File: src/rtl/mkr_pkg.sv
package mkr_pkg;

    typedef enum logic {
        HOLD_SHORT = 1'b0,
        HOLD_LONG  = 1'b1
    } hold_mode_e;

    function automatic int unsigned max_u(input int unsigned a, input int unsigned b);
        return (a > b) ? a : b;
    endfunction

endpackage

File: src/rtl/mkr_combo_match.sv
module mkr_combo_match #(
    parameter int NUM_KEYS = 4,
    localparam int SEL_W = $clog2(NUM_KEYS)
) (
    input  logic [NUM_KEYS-1:0] key_i,
    input  logic [SEL_W-1:0]    combo_sel_i,
    output logic [NUM_KEYS-1:0] mask_o,
    output logic                cond_o
);

    logic [NUM_KEYS-1:0] ok;

    // key k takes part when the group is enabled and k <= selection code
    for (genvar k = 0; k < NUM_KEYS; k++) begin : g_key
        always_comb begin
            mask_o[k] = (combo_sel_i != '0) && (k <= int'(combo_sel_i));
            ok[k]     = key_i[k] | ~mask_o[k];
        end
    end

    always_comb begin
        cond_o = (combo_sel_i != '0) && (&ok);
    end

endmodule

File: src/rtl/mkr_hold_timer.sv
module mkr_hold_timer
    import mkr_pkg::*;
#(
    parameter int unsigned SHORT_CYCLES = 197,
    parameter int unsigned LONG_CYCLES  = 65536,
    localparam int unsigned MAX_CYCLES  = max_u(SHORT_CYCLES, LONG_CYCLES),
    localparam int unsigned CNT_W       = $clog2(MAX_CYCLES + 1)
) (
    input  logic clk,
    input  logic rst_n,
    input  logic cond_i,
    input  logic long_i,
    output logic hit_o
);

    localparam logic [CNT_W-1:0] SAT      = CNT_W'(MAX_CYCLES - 1);
    localparam logic [CNT_W-1:0] SHORT_M1 = CNT_W'(SHORT_CYCLES - 1);
    localparam logic [CNT_W-1:0] LONG_M1  = CNT_W'(LONG_CYCLES - 1);

    typedef struct packed {
        logic [CNT_W-1:0] cnt;
    } timer_state_t;

    timer_state_t st_d, st_q;
    logic [CNT_W-1:0] limit;
    hold_mode_e mode;

    always_comb begin
        mode  = hold_mode_e'(long_i);
        limit = (mode == HOLD_LONG) ? LONG_M1 : SHORT_M1;
        st_d  = st_q;
        if (!cond_i) begin
            st_d.cnt = '0;
        end else if (st_q.cnt < SAT) begin
            st_d.cnt = st_q.cnt + 1'b1;
        end
        // cnt holds the number of earlier consecutive qualifying edges
        hit_o = cond_i && (st_q.cnt >= limit);
    end

    always_ff @(posedge clk or negedge rst_n) begin
        if (!rst_n) begin
            st_q <= '0;
        end else begin
            st_q <= st_d;
        end
    end

    AST_CLEAR_ON_DROP: assert property (@(posedge clk) disable iff (!rst_n)
        !cond_i |=> (st_q.cnt == '0));

    AST_NO_OVERFLOW: assert property (@(posedge clk) disable iff (!rst_n)
        (cond_i && st_q.cnt == SAT) |=> (st_q.cnt == SAT));

endmodule

File: src/rtl/mkr_reset_gen.sv
module mkr_reset_gen (
    input  logic clk,
    input  logic rst_n,
    input  logic hit_i,
    output logic req_o
);

    typedef struct packed {
        logic req;
    } gen_state_t;

    gen_state_t st_d, st_q;

    always_comb begin
        st_d     = st_q;
        st_d.req = hit_i;
        req_o    = st_q.req;
    end

    always_ff @(posedge clk or negedge rst_n) begin
        if (!rst_n) begin
            st_q <= '0;
        end else begin
            st_q <= st_d;
        end
    end

endmodule

File: src/rtl/mkr_top.sv
module mkr_top #(
    parameter int NUM_KEYS              = 4,
    parameter int unsigned SHORT_CYCLES = 197,
    parameter int unsigned LONG_CYCLES  = 65536,
    localparam int SEL_W                = $clog2(NUM_KEYS)
) (
    input  logic                clk,
    input  logic                rst_n,
    input  logic [NUM_KEYS-1:0] key_i,
    input  logic [SEL_W-1:0]    combo_sel_i,
    input  logic                long_hold_i,
    output logic                sys_reset_o
);

    logic [NUM_KEYS-1:0] mask;
    logic cond;
    logic hit;

    mkr_combo_match #(.NUM_KEYS(NUM_KEYS)) u_match (
        .key_i       (key_i),
        .combo_sel_i (combo_sel_i),
        .mask_o      (mask),
        .cond_o      (cond)
    );

    mkr_hold_timer #(
        .SHORT_CYCLES (SHORT_CYCLES),
        .LONG_CYCLES  (LONG_CYCLES)
    ) u_timer (
        .clk    (clk),
        .rst_n  (rst_n),
        .cond_i (cond),
        .long_i (long_hold_i),
        .hit_o  (hit)
    );

    mkr_reset_gen u_gen (
        .clk   (clk),
        .rst_n (rst_n),
        .hit_i (hit),
        .req_o (sys_reset_o)
    );

    AST_DISABLED_QUIET: assert property (@(posedge clk) disable iff (!rst_n)
        (combo_sel_i == '0) |=> !sys_reset_o);

    AST_RISE_NEEDS_GROUP: assert property (@(posedge clk) disable iff (!rst_n)
        $rose(sys_reset_o) |-> $past((key_i & mask) == mask && mask != '0));

    AST_RELEASE: assert property (@(posedge clk) disable iff (!rst_n)
        !cond |=> !sys_reset_o);

    AST_PERSIST: assert property (@(posedge clk) disable iff (!rst_n)
        (sys_reset_o && cond) |=> sys_reset_o);

    AST_MASK_SHAPE: assert property (@(posedge clk) disable iff (!rst_n)
        (combo_sel_i != '0) |-> (mask[1:0] == 2'b11));

endmodule

File: config.mk
export PLATFORM = sky130hd
export DESIGN_NAME = mkr_top
export DESIGN_NICKNAME = d
export VERILOG_FILES = /design/src/rtl/mkr_pkg.sv /design/src/rtl/mkr_combo_match.sv /design/src/rtl/mkr_hold_timer.sv /design/src/rtl/mkr_reset_gen.sv /design/src/rtl/mkr_top.sv
export SDC_FILE = /design/constraint.sdc
export NUM_CORES = 1
export LEC_CHECK = 0
export BUFFER_PORTS_ARGS = -buffer_cell sky130_fd_sc_hd__buf_2
export CORE_MARGIN = 1.5
export CORE_UTILIZATION = 58
export CTS_BUF_LIST = sky130_fd_sc_hd__clkbuf_16
export CTS_CLUSTER_DIAMETER = 40
export DETAILED_ROUTE_END_ITERATION = 8
export HOLD_SLACK_MARGIN = 0.03
export PLACE_DENSITY = 0.78
export SLEW_MARGIN = 25
export SYNTH_ARGS = -nofsm -noshare
export SYNTH_HDL_FRONTEND = slang
export SYNTH_SLANG_ARGS = --single-unit
File: constraint.sdc
create_clock -name clk -period 2.25 [get_ports clk]
set_clock_uncertainty 0.15 [all_clocks]
set_input_delay 0.1125 -clock clk [delete_from_list [all_inputs] [get_ports clk]]
set_output_delay 0.1125 -clock clk [all_outputs]
set_load 0.03 [all_outputs]
==> impl_metrics.ini <==
[run_status]
outcome = completed

[sta]
final_max_slew_viol_count = 0
finalSetupViolations = 0
finalCritPeriodShare_pct = 85.2
worstMarginPinSlew_ns = 0.399
fmax_mhz = 521
rsz0062_at_grt = false
hold_violations = 0
whs_ns = 0.177
fin_crit_ns = 1.92
slew_headroom_pct = 72.7
fin_tns_setup_ns = 0

[synthesis]
syn_area_per_cell_sq_um = 9.31
synth_area_sq_um = 1260
synth_area_leaders = dfrtp_1 36%, ha_1 14%, nor2_1 5.7%, xnor2_1 4.9%, nor3_2 4.0%
netlist.area_leader.share_pct = 35.9
ys_ff_latch = 18
ys_types = 39
yosysSeqAreaShare_pct = 35.9
synthCells = 135
synth_fp_nets = 158
ys_warn_count = 0
synth_largest_area_cell = dfrtp_1

[floorplan]
coreArea_sq_um = 2000
start_util_pct = 62.8
dieArea_sq_um = 2450
io_pins = 10
fp.dieH_um = 49.5
dieWidth_um = 49.5
rows = 16

[power_and_ir_drop]
p_int_w = 0.000575
p_sw_w = 0.000145
combPwrFrac_pct = 5.7
p_per_area_nw_per_um2 = 513
p_leak_nw = 0.582
seqPwrFrac_pct = 45.3
clkPwrFrac_pct = 48.9
swShare_pct = 20.2
peakVddDrop_v = 0.000412

[critical_path]
arrival_ns = 1.90
worst_setup_path_end_kind = flip-flop
r2r_setup_slack_ns = 0.33
cp_max_fo = 9
reg2reg_depth = 5
critPathKind = reg -> reg
r2r-start = u_timer.st_q[4]$_DFFE_PN0P_
cp.required_ns = 2.23
r2r_end = u_timer.st_q[13]$_DFFE_PN0P_
worst_setup_path_start_kind = flip-flop

[clocking]
cts_tree = done
root_buffer = clkbuf_16
clkLatencyLatePin_ns = 0.25
cts_made_buffers = 3
clkSinkCount = 18
cts_buffer_depth = 2
cts-htree-levels = 1
cts.clk_slew.worst_paths_ns = 0.05

[placement]
dp_hpwl_um = 1840
port_buffers = 9
gp_congestion = 0.887
place_inst = 169

[worst_hold_path]
hp-class = in -> async

[cells_and_area]
area_delta_synth_final_pct = 11.9
multi_input_area_sq_um = 772
layout.cells.non_filler = 173
final_cell_mix = 19 x nor2_1, 18 x dfrtp_1, 14 x ha_1
nFillCells = 155
seq_area_sq_um = 450
final_common_cell = nor2_1
drive_gt1_share_pct = 17.1
nets = 171
n_antenna_cell = 0

[global_routing]
antenna_found_initial = 0
grt-ovfl-total = 0
grt_usage_pct = 22.7
grt_max_degree = 19
grt_pass1_wl_um = 4340
grt_pass1_vias = 942

[route]
wl_met3_um = 106
ant_nets = 0
remaining_drc_errors = 0
top_layer = met4
wl_met1_um = 1210
initialDrtViolationCount = 16
wl_um = 2480
wl_per_cell_um = 14.3
vias = 1015
routed_via_density = 5.87
met2_length_um = 1110
dr.pass1.iters = 4

[run]
max-cap-violations = 0
registers in the layout (all words and copies together), names as in the netlist:
signal / count
u_gen.req_o: 1
u_timer.st_q: 17
worst max-delay path, cell delays in order, from the launching register on:
cell	delay [ns]
dfrtp_1	0.43
nand3_1	0.14
or3_1	0.52
nor3_2	0.29
and3_1	0.20
nor3_1	0.06
layout make-up:
cell class / instances / share of cell area (%)
Clock buffer: 3 / 5.34
Inverter: 3 / 0.801
Multi-Input combinational cell: 111 / 54.9
Sequential cell: 18 / 32.1
Tap cell: 27 / 2.40
Timing Repair Buffer: 11 / 4.45
what timing repair did:
item	4_1_cts	5_1_grt
setup buffers	0	0
gates resized for setup	0	0
endpoints found under the hold margin	18	0
hold buffers	1	0
layer usage:
metal	track usage, %	vias up
met5	0	-
met4	8.33	0
met3	2.73	7
met2	35.3	25
met1	32.5	474
li1	-	509
cells in the mapped netlist (all sizes together):
cell type,n
nor2,20
dfrtp,18
ha,14
nand2,10
nor3,10
a21oi,7
o21ai,7
xnor2,7
nand3,5
and4,4
inv,3
nand4,3
a211oi,2
a31oi,2
and2,2
clkbuf,2
nand2b,2
nor3b,2
xor2,2
a2111oi,1
a211o,1
a21o,1
a41o,1
a41oi,1
and3,1
buf,1
mux2i,1
nor2b,1
nor4b,1
o211ai,1
or2,1
or3,1
power groups by stage:
stage          Combinational, W  Clock [W]  Sequential [W]
2_1_floorplan         0.0000204          0        0.000332
4_1_cts               0.0000419   0.000355        0.000327
6_report              0.0000413   0.000353        0.000327
3_5_place_dp          0.0000404          0        0.000332
5_1_grt               0.0000471   0.000370        0.000326
3_3_place_gp          0.0000381          0        0.000332
kinds of logic after synthesis:
family / Yosys count / share of synthesized area, %
multiplexers: 1 / 0.797
buffers and inverters: 6 / 2.69
AO/OA/AOI/OAI: 24 / 12.2
flip-flops: 18 / 35.9
AND/OR/NAND/NOR: 63 / 28.3
adder cells (fa/ha/maj): 14 / 13.9
XOR/XNOR: 9 / 6.28
worst max-delay path by stage:
| stage | startpoint | to | cells past startpoint |
|---|---|---|---|
| 2_1_floorplan | u_timer.st_q[14]$_DFFE_PN0P_ | u_timer.st_q[3]$_DFFE_PN0P_ | 5 |
| 3_3_place_gp | u_timer.st_q[16]$_DFFE_PN0P_ | u_timer.st_q[13]$_DFFE_PN0P_ | 4 |
| 3_5_place_dp | u_timer.st_q[4]$_DFFE_PN0P_ | u_timer.st_q[13]$_DFFE_PN0P_ | 5 |
| 4_1_cts | u_timer.st_q[4]$_DFFE_PN0P_ | u_timer.st_q[13]$_DFFE_PN0P_ | 5 |
| 5_1_grt | u_timer.st_q[4]$_DFFE_PN0P_ | u_timer.st_q[13]$_DFFE_PN0P_ | 5 |
| 6_report | u_timer.st_q[4]$_DFFE_PN0P_ | u_timer.st_q[13]$_DFFE_PN0P_ | 5 |
stage by stage:
step	power, W	utilization, %	cell area, sq um	worst slack [ns]
detailed placement	0.000372	65.9	1320	0.352
CTS	0.000724	70.2	1410	0.335
global route	0.000743	70.2	1410	0.223
global placement	0.000370	65.9	1320	0.424
floorplan	0.000352	-	1260	0.548
finish	0.000721	70.2	1410	0.332
(Power assumes the default switching activity.)
